==> src/rtl/fsg_pkg.sv <==
package fsg_pkg;

  typedef enum logic [2:0] {
    FS_IDLE   = 3'd0,
    FS_PROG   = 3'd1,
    FS_ERASE  = 3'd2,
    FS_ESUSP  = 3'd3,
    FS_ESPROG = 3'd4,
    FS_PROT   = 3'd5
  } fs_mode_e;

  function automatic logic mode_is_busy(input fs_mode_e m);
    return (m == FS_PROG) || (m == FS_ERASE) || (m == FS_ESPROG) || (m == FS_PROT);
  endfunction

  function automatic int unsigned ns_to_cycles(input int unsigned mhz, input int unsigned ns);
    return (mhz * ns) / 1000;
  endfunction

endpackage

==> src/rtl/fsg_win_timer.sv <==
module fsg_win_timer #(
  parameter int CW = 8
) (
  input  logic          clk,
  input  logic          rst_n,
  input  logic          load_i,
  input  logic [CW-1:0] load_val_i,
  output logic          expire_o,
  output logic          active_o
);

  logic [CW-1:0] cnt_q;
  logic          act_q;

  always_ff @(posedge clk or negedge rst_n) begin
    if (!rst_n) begin
      cnt_q <= '0;
      act_q <= 1'b0;
    end else if (load_i) begin
      cnt_q <= load_val_i;
      act_q <= 1'b1;
    end else if (act_q) begin
      if (cnt_q == '0) act_q <= 1'b0;
      else             cnt_q <= cnt_q - CW'(1);
    end
  end

  assign expire_o = act_q && (cnt_q == '0);
  assign active_o = act_q;

  AST_WIN_STOPS_AT_ZERO: assert property (@(posedge clk) disable iff (!rst_n)
    (act_q && cnt_q == '0 && !load_i) |=> !act_q) else $error("window overran");
  AST_WIN_COUNTS_DOWN: assert property (@(posedge clk) disable iff (!rst_n)
    (act_q && cnt_q != '0 && !load_i) |=> (act_q && cnt_q == $past(cnt_q) - CW'(1)))
    else $error("window skipped");

endmodule

==> src/rtl/fsg_mode_fsm.sv <==
module fsg_mode_fsm
  import fsg_pkg::*;
(
  input  logic     clk,
  input  logic     rst_n,
  input  logic     cmd_prog_i,
  input  logic     cmd_erase_i,
  input  logic     cmd_susp_i,
  input  logic     cmd_resume_i,
  input  logic     tgt_prot_i,
  input  logic     op_done_i,
  input  logic     win_expire_i,
  output fs_mode_e mode_o,
  output logic     win_load_o,
  output logic     win_erase_o,
  output logic     busy_o
);

  fs_mode_e mode_q, mode_d;
  logic     ret_susp_q, ret_susp_d;

  always_comb begin
    mode_d      = mode_q;
    ret_susp_d  = ret_susp_q;
    win_load_o  = 1'b0;
    win_erase_o = 1'b0;
    unique case (mode_q)
      FS_IDLE: begin
        if (cmd_prog_i) begin
          if (tgt_prot_i) begin
            mode_d     = FS_PROT;
            win_load_o = 1'b1;
            ret_susp_d = 1'b0;
          end else begin
            mode_d = FS_PROG;
          end
        end else if (cmd_erase_i) begin
          if (tgt_prot_i) begin
            mode_d      = FS_PROT;
            win_load_o  = 1'b1;
            win_erase_o = 1'b1;
            ret_susp_d  = 1'b0;
          end else begin
            mode_d = FS_ERASE;
          end
        end
      end
      FS_PROG: begin
        if (op_done_i) mode_d = FS_IDLE;
      end
      FS_ERASE: begin
        if (op_done_i)       mode_d = FS_IDLE;
        else if (cmd_susp_i) mode_d = FS_ESUSP;
      end
      FS_ESUSP: begin
        if (cmd_resume_i) begin
          mode_d = FS_ERASE;
        end else if (cmd_prog_i) begin
          if (tgt_prot_i) begin
            mode_d     = FS_PROT;
            win_load_o = 1'b1;
            ret_susp_d = 1'b1;
          end else begin
            mode_d = FS_ESPROG;
          end
        end
      end
      FS_ESPROG: begin
        if (op_done_i) mode_d = FS_ESUSP;
      end
      FS_PROT: begin
        if (win_expire_i) mode_d = ret_susp_q ? FS_ESUSP : FS_IDLE;
      end
      default: mode_d = FS_IDLE;
    endcase
  end

  always_ff @(posedge clk or negedge rst_n) begin
    if (!rst_n) begin
      mode_q     <= FS_IDLE;
      ret_susp_q <= 1'b0;
    end else begin
      mode_q     <= mode_d;
      ret_susp_q <= ret_susp_d;
    end
  end

  assign mode_o = mode_q;
  assign busy_o = mode_is_busy(mode_q);

  AST_PROG_ENDS_ON_DONE: assert property (@(posedge clk) disable iff (!rst_n)
    (mode_q == FS_PROG && op_done_i) |=> (mode_q == FS_IDLE)) else $error("program end");
  AST_PROG_HOLDS: assert property (@(posedge clk) disable iff (!rst_n)
    (mode_q == FS_PROG && !op_done_i) |=> (mode_q == FS_PROG)) else $error("program left");
  AST_SUSP_ENTERS: assert property (@(posedge clk) disable iff (!rst_n)
    (mode_q == FS_ERASE && cmd_susp_i && !op_done_i) |=> (mode_q == FS_ESUSP)) else $error("suspend");
  AST_DONE_BEATS_SUSP: assert property (@(posedge clk) disable iff (!rst_n)
    (mode_q == FS_ERASE && op_done_i) |=> (mode_q == FS_IDLE)) else $error("priority");
  AST_ESPROG_RETURNS: assert property (@(posedge clk) disable iff (!rst_n)
    (mode_q == FS_ESPROG && op_done_i) |=> (mode_q == FS_ESUSP)) else $error("esprog return");
  AST_PROT_IGNORES_DONE: assert property (@(posedge clk) disable iff (!rst_n)
    (mode_q == FS_PROT && !win_expire_i) |=> (mode_q == FS_PROT)) else $error("window cut");

endmodule

==> src/rtl/fsg_read_path.sv <==
module fsg_read_path #(
  parameter int DW      = 8,
  parameter int TGL_BIT = 6
) (
  input  logic          clk,
  input  logic          rst_n,
  input  logic          rd_i,
  input  logic          busy_i,
  input  logic [DW-1:0] array_data_i,
  output logic [DW-1:0] rd_data_o,
  output logic          rd_valid_o
);

  logic          tgl_q;
  logic [DW-1:0] data_q;
  logic          vld_q;
  logic [DW-1:0] tgl_word;

  always_comb begin
    tgl_word          = '0;
    tgl_word[TGL_BIT] = ~tgl_q;
  end

  always_ff @(posedge clk or negedge rst_n) begin
    if (!rst_n) begin
      tgl_q  <= 1'b0;
      data_q <= '0;
      vld_q  <= 1'b0;
    end else begin
      vld_q <= rd_i;
      if (rd_i) begin
        if (busy_i) begin
          tgl_q  <= ~tgl_q;
          data_q <= tgl_word;
        end else begin
          data_q <= array_data_i;
        end
      end
    end
  end

  assign rd_data_o  = data_q;
  assign rd_valid_o = vld_q;

  AST_BUSY_READ_FLIPS: assert property (@(posedge clk) disable iff (!rst_n)
    (rd_i && busy_i) |=> (tgl_q != $past(tgl_q))) else $error("no flip");
  AST_IDLE_HOLDS_BIT: assert property (@(posedge clk) disable iff (!rst_n)
    (!busy_i) |=> $stable(tgl_q)) else $error("bit moved");
  AST_VALID_FOLLOWS_READ: assert property (@(posedge clk) disable iff (!rst_n)
    rd_i |=> rd_valid_o) else $error("valid missing");
  AST_VALID_ONLY_ON_READ: assert property (@(posedge clk) disable iff (!rst_n)
    !rd_i |=> !rd_valid_o) else $error("stray valid");

endmodule

==> src/rtl/flash_status_gen.sv <==
module flash_status_gen
  import fsg_pkg::*;
#(
  parameter int CLK_MHZ       = 250,
  parameter int PROG_PROT_NS  = 1000,
  parameter int ERASE_PROT_NS = 100000,
  parameter int DW            = 8,
  parameter int TGL_BIT       = 6
) (
  input  logic          clk,
  input  logic          rst_n,
  input  logic          cmd_prog_i,
  input  logic          cmd_erase_i,
  input  logic          cmd_susp_i,
  input  logic          cmd_resume_i,
  input  logic          tgt_prot_i,
  input  logic          op_done_i,
  input  logic          rd_i,
  input  logic [DW-1:0] array_data_i,
  output logic [DW-1:0] rd_data_o,
  output logic          rd_valid_o,
  output logic          busy_oe_o
);

  // Window lengths in cycles; both must come out at least 1.
  localparam int PROG_WIN  = ns_to_cycles(CLK_MHZ, PROG_PROT_NS);
  localparam int ERASE_WIN = ns_to_cycles(CLK_MHZ, ERASE_PROT_NS);
  localparam int WIN_MAX   = (PROG_WIN > ERASE_WIN) ? PROG_WIN : ERASE_WIN;
  localparam int CW        = (WIN_MAX < 2) ? 1 : $clog2(WIN_MAX);
  localparam logic [CW-1:0] PROG_LOAD  = CW'(PROG_WIN - 1);
  localparam logic [CW-1:0] ERASE_LOAD = CW'(ERASE_WIN - 1);

  fs_mode_e      mode;
  logic          win_load, win_erase, win_expire, win_active, busy;
  logic [CW-1:0] win_val;

  assign win_val = win_erase ? ERASE_LOAD : PROG_LOAD;

  fsg_mode_fsm u_fsm (
    .clk          (clk),
    .rst_n        (rst_n),
    .cmd_prog_i   (cmd_prog_i),
    .cmd_erase_i  (cmd_erase_i),
    .cmd_susp_i   (cmd_susp_i),
    .cmd_resume_i (cmd_resume_i),
    .tgt_prot_i   (tgt_prot_i),
    .op_done_i    (op_done_i),
    .win_expire_i (win_expire),
    .mode_o       (mode),
    .win_load_o   (win_load),
    .win_erase_o  (win_erase),
    .busy_o       (busy)
  );

  fsg_win_timer #(.CW(CW)) u_win (
    .clk        (clk),
    .rst_n      (rst_n),
    .load_i     (win_load),
    .load_val_i (win_val),
    .expire_o   (win_expire),
    .active_o   (win_active)
  );

  fsg_read_path #(.DW(DW), .TGL_BIT(TGL_BIT)) u_rd (
    .clk          (clk),
    .rst_n        (rst_n),
    .rd_i         (rd_i),
    .busy_i       (busy),
    .array_data_i (array_data_i),
    .rd_data_o    (rd_data_o),
    .rd_valid_o   (rd_valid_o)
  );

  assign busy_oe_o = busy;

  AST_PROT_HAS_WINDOW: assert property (@(posedge clk) disable iff (!rst_n)
    (mode == FS_PROT) |-> win_active) else $error("window idle in protected mode");
  AST_IDLE_DONE_IGNORED: assert property (@(posedge clk) disable iff (!rst_n)
    (mode == FS_IDLE && !cmd_prog_i && !cmd_erase_i) |=> !busy_oe_o) else $error("idle woke");

endmodule

==> config.mk <==
export PLATFORM = sky130hd
export DESIGN_NAME = flash_status_gen
export DESIGN_NICKNAME = d
export VERILOG_FILES = /design/src/rtl/fsg_pkg.sv /design/src/rtl/fsg_win_timer.sv /design/src/rtl/fsg_mode_fsm.sv /design/src/rtl/fsg_read_path.sv /design/src/rtl/flash_status_gen.sv
export SDC_FILE = /design/constraint.sdc
export NUM_CORES = 1
export LEC_CHECK = 0
export ABC_AREA = 1
export BUFFER_PORTS_ARGS = -buffer_cell sky130_fd_sc_hd__buf_2
export CORE_MARGIN = 1
export CORE_UTILIZATION = 40
export DETAILED_ROUTE_END_ITERATION = 10
export PLACE_DENSITY = 0.66
export SETUP_SLACK_MARGIN = 0.3
export SYNTH_ARGS = -nofsm -noshare
export SYNTH_HDL_FRONTEND = slang
export SYNTH_SLANG_ARGS = --single-unit
==> constraint.sdc <==
create_clock -name clk -period 4.2 [get_ports clk]
set_input_delay 0 -clock clk [delete_from_list [all_inputs] [get_ports clk]]
set_output_delay 0 -clock clk [all_outputs]
set_load 0.02 [all_outputs]
==> reports/results.ini, run 1 <==
[run]
cap_violations=0

[floorplanning]
core_area_um2=4410
die_w_um=70.2
dieArea_um2=4920
num_rows=24
floorplan.initialDensity_pct=42.1
io_pins=27
dieHeight_um=70.2

[global_routing]
grt_pass1_vias=1506
antenna_found_initial=0
grt_max_degree=31
track_usage_pct=17.5
grt_pass1_wl_mm=6.87
grt_overflow_total=0

[clocking]
cts_root_buf=clkbuf_8
post_cts_buffers=0
cts_buffers=5
cts_tree=built
clockBufferDepth=2
clock-sinks=30
cts_resized=0
clkLatencyLatePin_ns=0.29
htreeDepth=2
clk_pin_slew_ns=0.07

[sta]
rsz0062_at_grt=false
tightest_slew_ns=0.664
fin_skew_ns=0.00411
fin_tns_setup_ns=0
slew_headroom_pct=55.7
setup_viol=0
hold_ws_ns=0.0175
post-route-period-util_pct=41.8
fmax_mhz=570
finalMaxSlewViolations=0
hold_viol_final=0
fin_crit_ns=1.76

[outcome]
status=finished, final reports clean

[synth]
ys_ff_latch=30
synthesis.nets=272
postSynthAreaPerCell_um2=7.32
synth_area_um2=1860
synth_seq_area_share_pct=40.4
yosysUniqueCellTypes=32
synth_cells=254
yosysWarnings=0

[finish]
drive_gt1_share_pct=20.9
final_common_cell=nand2_1
fill_cells=436
final_cell_area_um2=2190
area_growth_pct=18.0
nets=309
post-route-util_pct=49.7
mostFrequentLayoutCells=73 x nand2_1, 31 x inv_1, 30 x nand3_1, 30 x dfrtp_1, 27 x nor2_1
n_antenna_cell=0

[critical_path]
critPathCapture=busy_oe_o
cpPeakStageDelay_ns=0.42
path_class=register to output pin
worst-path-max-fanout=11
r2r_start=u_win.cnt_q[1]
end_kind=output pin
crit_chain=inv_1 -> nor3_1 -> nand3b_1 -> buf_2
critPathSlowestCell=nand3b_1
critPathRequiredTime_ns=4.20
r2r_end=u_win.cnt_q[12]
cp.arrival_ns=1.76
regToRegSetupSlack_ns=2.59
r2r_cells=10
startpoint=u_fsm.mode_o[1]
start_kind=register

[power_and_ir_drop]
clkPwrFrac_pct=19.2
vdd_ir_drop_max_v=0.000324
p_seq_share_pct=35.7
p_leak_nw=1.14
internal_power_w=0.000728
power_density_nw_per_um2=594
p_switching_w=0.000575
p_sw_share_pct=44.1
pwr-share-comb_pct=45.1

[drt]
drtPass1Iterations=4
ant_nets=0
vias=1674
wl_mm=3.86
routedWlPerCell_um=11.2
first_iter_violations=91
drc_errors=0
avgViaCountPerCell=4.87

[place]
portBuffers=26
post-dp-hpwl_mm=2.76
placed_area_um2=2010
gp_congestion=0.834

[worst_hold_path]
hold_class=primary input to register
whs_path_depth=3

==> cells in the mapped netlist <==
cell,number,share of area (%)
nand2_1,73,15
inv_1,31,6.3
dfrtp_1,30,40
nand3_1,30,8.1
nor2_1,27,5.5
o22ai_1,8,2.7
inv_2,6,1.2
o21ai_0,6,1.6
o21ai_2,5,2.4
nand4_1,4,1.3
nor2_2,4,1.3
o21ai_1,4,1.1
nand3_2,3,1.6
nor2_4,3,1.8
nand2_2,2,0.67
nand3b_1,2,0.81
a21oi_1,1,0.27
buf_1,1,0.20
buf_12,1,1.1
buf_4,1,0.40
buf_6,1,0.61
clkbuf_1,1,0.20
ha_1,1,0.67
nand2_4,1,0.61
nand2_8,1,1.1
nor2_8,1,1.1
nor3_1,1,0.27
o211ai_1,1,0.40
o21bai_1,1,0.40
o221ai_1,1,0.47
or2_2,1,0.34
xor2_1,1,0.47
==> final cells by class <==
class                   instances  area (um^2)  area share, %
clock buffers                   6         82.6           3.76
clock inverters                 2         12.5          0.570
inverters                      37          139           6.33
multi-input cells             182          923           42.1
flip-flops and latches         30          751           34.2
well taps                      52         65.1           2.97
repair buffers                 35          220           10.0
==> worst min path at each step <==
stage	startpoint	slack, ns	end
6_report	array_data_i[6]	0.02	u_rd.rd_data_o[6]
2_1_floorplan	rst_n	-0.30	u_fsm.mode_o[0]
4_1_cts	array_data_i[6]	0.007	u_rd.rd_data_o[6]
3_5_place_dp	rst_n	0.09	u_win.cnt_q[5]
3_3_place_gp	rst_n	0.09	u_win.cnt_q[3]
5_1_grt	array_data_i[6]	0.05	u_rd.rd_data_o[6]
==> sequential cells by signal, summed over array words and instances, names as in the netlist <==
| signal | cells |
|---|---|
| u_rd.rd_valid_o | 1 |
| u_rd.tgl_q | 1 |
| u_fsm.ret_susp_q | 1 |
| u_win.cnt_q | 15 |
| u_fsm.mode_o | 3 |
| u_win.active_o | 1 |
| u_rd.rd_data_o | 8 |
==> layer usage <==
metal,vias to the layer above,GRT usage [%],share of wire [%]
li1,880,-,-
met1,738,23.7,47
met2,50,27.8,46
met3,6,4.47,5.9
met4,0,4.67,1.2
met5,-,0,0
==> metrics by stage <==
step,std cells,setup WS (ns),total power [W]
floorplan,254,2.70,0.000925
global placement,327,2.65,0.00105
detailed placement,327,2.60,0.00105
CTS,344,2.45,0.00132
global route,344,2.32,0.00142
finish,344,2.44,0.00130
==> critical path, delay by kind of cell, from the launching register on <==
family / cells / cell delay [ns]
and+or+nand+nor: 2 / 0.70
buffers and inverters: 2 / 0.37
DFF: 1 / 0.40
==> power groups by stage <==
stage                     clock network, W  registers (W)  logic, W
after floorplan                          0       0.000491  0.000434
after global placement                   0       0.000467  0.000579
after detailed placement                 0       0.000469  0.000583
after CTS                         0.000258       0.000465  0.000593
after global routing              0.000267       0.000480  0.000668
final                             0.000251       0.000465  0.000588
==> logic make-up after synthesis <==
family / synth area share [%]
flops: 40.4
buf+inv: 9.96
fa+ha+maj: 0.673
xor+xnor: 0.471
compound gates: 9.29
simple gates: 39.2
==> what timing repair did <==
action / CTS / global route
endpoints found under the setup margin: 0 / 0
endpoints found under the hold margin: 38 / 0
hold buffers: 9 / 0
No activity file was read; power rests on OpenSTA's default activity.
==> run 2, diff against run 1 <==
PLACE_DENSITY = 0.69   (was 0.66)
clock period = 1.5 ns   (was 4.2 ns; I/O delays follow)
==> reports/results.ini, run 2 (synthesized netlist as in run 1, its figures left out) <==
[power_and_ir_drop]
power_density_nw_per_um2=1830  ; was 594 nW/um^2
vdd_ir_drop_max_v=0.00118  ; was 0.000324 V
p_leak_nw=1.43  ; was 1.14 nW
power_w=0.00513  ; was 0.00130 W

[floorplanning]
core_area_um2=4410  ; unchanged
io_pins=27  ; unchanged
num_rows=24  ; unchanged
dieArea_um2=4920  ; unchanged
floorplan.initialDensity_pct=42.1  ; unchanged
die_w_um=70.2  ; unchanged
dieHeight_um=70.2  ; unchanged

[sta]
hold_viol_final=0  ; unchanged
tightest_slew_ns=0.678  ; was 0.664 ns
fin_crit_ns=1.46
fin_tns_setup_ns=0  ; unchanged
post-route-period-util_pct=97.2
setup_viol=0  ; unchanged
rsz0062_at_grt=true  ; was false
fmax_mhz=686
fin_skew_ns=0.00323  ; was 0.00411 ns
slew_headroom_pct=54.8  ; was 55.7%
finalMaxSlewViolations=0  ; unchanged

[global_routing]
antenna_found_initial=0  ; unchanged
grt_pass1_vias=1821  ; was 1506
track_usage_pct=20.5  ; was 17.5%
grt_overflow_total=0  ; unchanged
grt_pass1_wl_mm=8.02  ; was 6.87 mm
grt_max_degree=31  ; unchanged

[clocking]
cts_tree=built  ; unchanged
clockBufferDepth=2  ; unchanged
clock-sinks=30  ; unchanged
clk_pin_slew_ns=0.07  ; about the same
cts_buffers=5  ; unchanged
htreeDepth=2  ; unchanged
clkLatencyLatePin_ns=0.29  ; about the same
cts_root_buf=clkbuf_8  ; unchanged

[finish]
area_growth_pct=50.9  ; was 18.0%
largest_register=u_win.cnt_q  ; unchanged
nets=345  ; was 309
drive_gt1_share_pct=40.5  ; was 20.9%
final_common_cell=nand2_1  ; unchanged
mostFrequentLayoutCells=65 x nand2_1, 28 x dfrtp_1, 26 x inv_1, 25 x buf_2  ; was 73 x nand2_1, 31 x inv_1, 30 x nand3_1, 30 x dfrtp_1, 27 x nor2_1
fin_cells=380  ; was 344
largest_reg_flops=15  ; unchanged
n_antenna_cell=0  ; unchanged
fill_cells=331  ; was 436
post-route-util_pct=63.6  ; was 49.7%

[critical_path]
critPathRequiredTime_ns=1.72  ; was 4.20 ns
startpoint=u_win.cnt_q[1]  ; was u_fsm.mode_o[1]
r2r_start=u_win.cnt_q[1]  ; unchanged
end_kind=register  ; was output pin
start_kind=register  ; unchanged
cp.arrival_ns=1.68  ; was 1.76 ns
worst-path-max-fanout=7  ; was 11
path_class=register to register  ; was register to output pin

[drt]
ant_nets=0  ; unchanged
first_iter_violations=146  ; was 91
wl_mm=4.97  ; was 3.86 mm
drc_errors=0  ; unchanged
drtPass1Iterations=4  ; unchanged
routedWlPerCell_um=13.1  ; was 11.2 um
vias=1936  ; was 1674
avgViaCountPerCell=5.09  ; was 4.87

[place]
post-dp-hpwl_mm=2.87  ; was 2.76 mm
gp_congestion=0.858  ; was 0.834
portBuffers=26  ; unchanged
place_inst=337  ; was 327

[outcome]
status=finished, final reports clean  ; unchanged

[worst_hold_path]
min_from=cmd_resume_i  ; was array_data_i[6]
hold_class=primary input to register  ; unchanged

[run]
cap_violations=0  ; unchanged

[run 2: changes by cell type in the layout (fill, tap and decap cells not counted), moves of 5 or more]
cell	change
buf_4	+23
buf_6	+7
inv_1	-5
nand2_1	-8
nand2_2	+6
nand3_1	-6
o22ai_1	-7
o22ai_2	+7
[run 2: worst paths after layout]
path / endpoint / slack (ns) / cells after the start
worst min register to register: u_rd.tgl_q / 0.52 / 2
worst min-delay path: u_fsm.mode_o[2] / 0.09 / 4
min in group asynchronous: u_win.cnt_q[3] / 0.28 / 2
worst max register to register: u_win.cnt_q[8] / 0.04 / 10
max in group asynchronous: u_fsm.mode_o[0] / 0.73 / 2
worst max-delay path: u_win.cnt_q[8] / 0.04 / 10
[run 2: critical path, stage by stage, from the launching register on]
cell and delay (ns):
dfrtp_1 0.40, inv_2 0.08, ha_4 0.14, nand3_4 0.11, nor2_4 0.14, nand2_4 0.08
nand2_8 0.14, nand2_8 0.10, clkinv_8 0.08, nand2_1 0.04, nand2_1 0.07
[run 2: cell type report]
| cell class | count | area (um^2) | share of cell area (%) |
|---|---|---|---|
| clock buffer | 6 | 82.6 | 2.94 |
| timing repair buffer | 68 | 537 | 19.1 |
| multi-input combinational | 185 | 1150 | 41.2 |
| clock inverter | 2 | 60.1 | 2.14 |
| sequential | 30 | 753 | 26.8 |
| inverter | 37 | 154 | 5.48 |
| tap | 52 | 65.1 | 2.32 |
[run 2: stage by stage]
stage               hold slack, ns  setup slack, ns  area [um^2]
floorplan                   -0.296            0.105         1890
global placement            0.0942          -0.0199         2110
detailed placement          0.0887          -0.0679         2110
CTS                         0.0766           0.0574         2610
global route                0.0966          -0.0510         2810
finish                      0.0930           0.0416         2810
[run 2: per-layer routing]
metal | up-vias | global-route usage, % | share of wire, %
met3 | 6 | 6.35 | 4.3
met5 | - | 0 | 0
met2 | 43 | 33.3 | 49
li1 | 969 | - | -
met1 | 918 | 26.8 | 46
met4 | 0 | 4.89 | 0.72
[run 2: what timing repair did]
action,4_1_cts,5_1_grt
endpoints found under the setup margin,29,30
hold buffers,10,0
buffers inserted,14,8
resized for setup,22,33
hold endpoints to repair,39,0
pin swaps,10,11
gates cloned,3,0
[run 2: power breakdown]
| part | total [W] | leakage, nW | internal (W) | switching [W] |
|---|---|---|---|---|
| registers | 0.00132 | 0.363 | 0.00109 | 0.000234 |
| clock network | 0.00104 | 0.0714 | 0.000709 | 0.000335 |
| logic | 0.00276 | 0.999 | 0.00126 | 0.00150 |
==> run 3, diff against run 2 <==
CORE_UTILIZATION = 51   (was 40)
PLACE_DENSITY = 0.82   (was 0.69)
==> reports/results.ini, run 3 (synthesized netlist as in run 1, its figures left out) <==
[sta]
setup_slack_ns=-0.0136  ; was 0.0416 ns
slew_headroom_pct=54.0  ; was 54.8%
hold_viol_final=0  ; unchanged
fin_skew_ns=0.0121  ; was 0.00323 ns
rsz0062_at_grt=true  ; unchanged
fin_crit_ns=1.51  ; was 1.46 ns
fin_tns_setup_ns=-0.0226  ; was 0 ns
post-route-period-util_pct=101  ; was 97.2%
tightest_slew_ns=0.690  ; was 0.678 ns
finalMaxSlewViolations=0  ; unchanged
setup_viol=3  ; was 0
fmax_mhz=661  ; was 686 MHz

[global_routing]
track_usage_pct=30.5  ; was 20.5%
grt_pass1_vias=2036  ; was 1821
antenna_found_initial=0  ; unchanged
grt_overflow_total=0  ; unchanged
grt_pass1_wl_mm=9.18  ; was 8.02 mm
grt_max_degree=31  ; unchanged

[drt]
avgViaCountPerCell=5.71  ; was 5.09
first_iter_violations=175  ; was 146
vias=2125  ; was 1936
drtPass1Iterations=5  ; was 4
drc_errors=0  ; unchanged
routedWlPerCell_um=16.4  ; was 13.1 um
ant_nets=0  ; unchanged
wl_mm=6.11  ; was 4.97 mm

[outcome]
status=complete, but fails checks  ; was finished, final reports clean
failed_checks=setup timing

[power_and_ir_drop]
power_w=0.00469  ; was 0.00513 W
p_leak_nw=1.36  ; was 1.43 nW
power_density_nw_per_um2=1740  ; was 1830 nW/um^2
vdd_ir_drop_max_v=0.00139  ; was 0.00118 V

[place]
gp_congestion=0.791  ; was 0.858
portBuffers=26  ; unchanged
pre_cts_slack_ns=-0.00440  ; was -0.0679 ns
post-dp-hpwl_mm=2.92  ; was 2.87 mm

[finish]
largest_reg_flops=15  ; unchanged
final_common_cell=nand2_1  ; unchanged
largest_register=u_win.cnt_q  ; unchanged
drive_gt1_share_pct=39.9  ; was 40.5%
n_antenna_cell=0  ; unchanged
multiInputGateArea_um2=1170  ; was 1150 um^2
area_growth_pct=45.0  ; was 50.9%
nets=344  ; was 345
seqCellArea_um2=751  ; was 753 um^2
mostFrequentLayoutCells=65 x nand2_1, 30 x dfrtp_1, 26 x inv_1, 25 x buf_2, 23 x buf_4  ; was 65 x nand2_1, 28 x dfrtp_1, 26 x inv_1, 25 x buf_2
fill_cells=207  ; was 331

[critical_path]
crit_chain=buf_6 -> nor3_4 -> nand3b_1 -> buf_6 -> buf_6  ; was inv_2 -> ha_4 -> nand3_4 -> nor2_4 -> nand2_4 -> nand2_8 -> nand2_8 -> clkinv_8 -> nand2_1 -> nand2_1
worst-path-stages=5  ; was 10
critPathSlowestCell=dfrtp_1  ; unchanged
worst-path-max-fanout=3  ; was 7
critical_path.top_delay_family=flip-flops  ; was simple AND/OR/NAND/NOR gates
r2r_cells=9  ; was 10
critPathRequiredTime_ns=1.50  ; was 1.72 ns
path_class=register to output pin  ; was register to register
cp.arrival_ns=1.51  ; was 1.68 ns
crit_top_cell=buf_6
cp_num_buf_inv=3  ; was 2
start_kind=register  ; unchanged
end_kind=output pin  ; was register
cpPeakStageDelay_ns=0.43  ; was 0.40 ns

[worst_hold_path]
whs_path_depth=4  ; unchanged
hold_class=primary input to register  ; unchanged

[run]
cap_violations=0  ; unchanged

[clocking]
cts_buffers=5  ; unchanged
clockBufferDepth=2  ; unchanged
cts_tree=built  ; unchanged
htreeDepth=2  ; unchanged
clk_pin_slew_ns=0.10  ; was 0.07 ns
cts_root_buf=clkbuf_4  ; was clkbuf_8
clkLatencyLatePin_ns=0.36  ; was 0.29 ns
clock-sinks=30  ; unchanged

[floorplanning]
die_w_um=62.4  ; was 70.2 um
floorplan.initialDensity_pct=54.4  ; was 42.1%
dieHeight_um=62.4  ; was 70.2 um
core_area_um2=3420  ; was 4410 um^2
dieArea_um2=3890  ; was 4920 um^2
num_rows=21  ; was 24
io_pins=27  ; unchanged

run 3: layer usage:
layer / vias to the layer above / GRT usage (%) / routed length [um]
li1: 964 / - / -
met1: 998 / 33.8 / 2190
met2: 118 / 53.6 / 3130
met3: 45 / 7.30 / 399
met4: 0 / 17.2 / 395
met5: - / 0 / 0
run 3: path summary, 6_finish.rpt:
check	from	to	slack [ns]
max	u_fsm.mode_o[0]	busy_oe_o	-0.01
min	cmd_resume_i	u_fsm.mode_o[2]	0.005
max reg2reg	u_fsm.mode_o[0]	u_win.cnt_q[13]	-0.01
min reg2reg	u_rd.tgl_q	u_rd.tgl_q	0.48
max in group asynchronous	rst_n	u_fsm.ret_susp_q	0.84
min in group asynchronous	rst_n	u_win.cnt_q[3]	0.21
run 3: worst min-delay path: stages:
cell and delay, ns:
buf_2 0.11, o22ai_1 0.09, nand3_1 0.08, nand2_1 0.05
run 3: area by class of cell:
class | count | area share (%)
inverter | 37 | 5.80
clock buffer | 5 | 1.39
timing repair buffer | 67 | 19.0
sequential | 30 | 27.9
multi-input combinational | 185 | 43.5
tap | 46 | 2.14
clock inverter | 2 | 0.371
run 3: metrics by stage:
step | util [%] | cells | hold slack, ns | instance area [um^2]
6_report | 78.9 | 372 | 0.00537 | 2700
5_1_grt | 78.9 | 372 | 0.0189 | 2700
4_1_cts | 74.8 | 365 | 0.00805 | 2560
3_5_place_dp | 60.9 | 328 | 0.0771 | 2080
3_3_place_gp | 60.9 | 328 | 0.0703 | 2080
2_1_floorplan | - | 254 | -0.296 | 1890
run 3: where the power goes:
part	internal [W]	switching, W	leakage (nW)
clock network	0.000168	0.000306	0.0308
logic	0.00122	0.00168	0.967
registers	0.00108	0.000232	0.365
run 3: what timing repair did:
| item | CTS | global route |
|---|---|---|
| resized for setup | 40 | 22 |
| setup endpoints to repair | 29 | 30 |
| setup buffers | 17 | 7 |
| hold buffers | 10 | 0 |
| pin swaps | 11 | 18 |
| gates cloned | 3 | 0 |
| endpoints found under the hold margin | 39 | 0 |
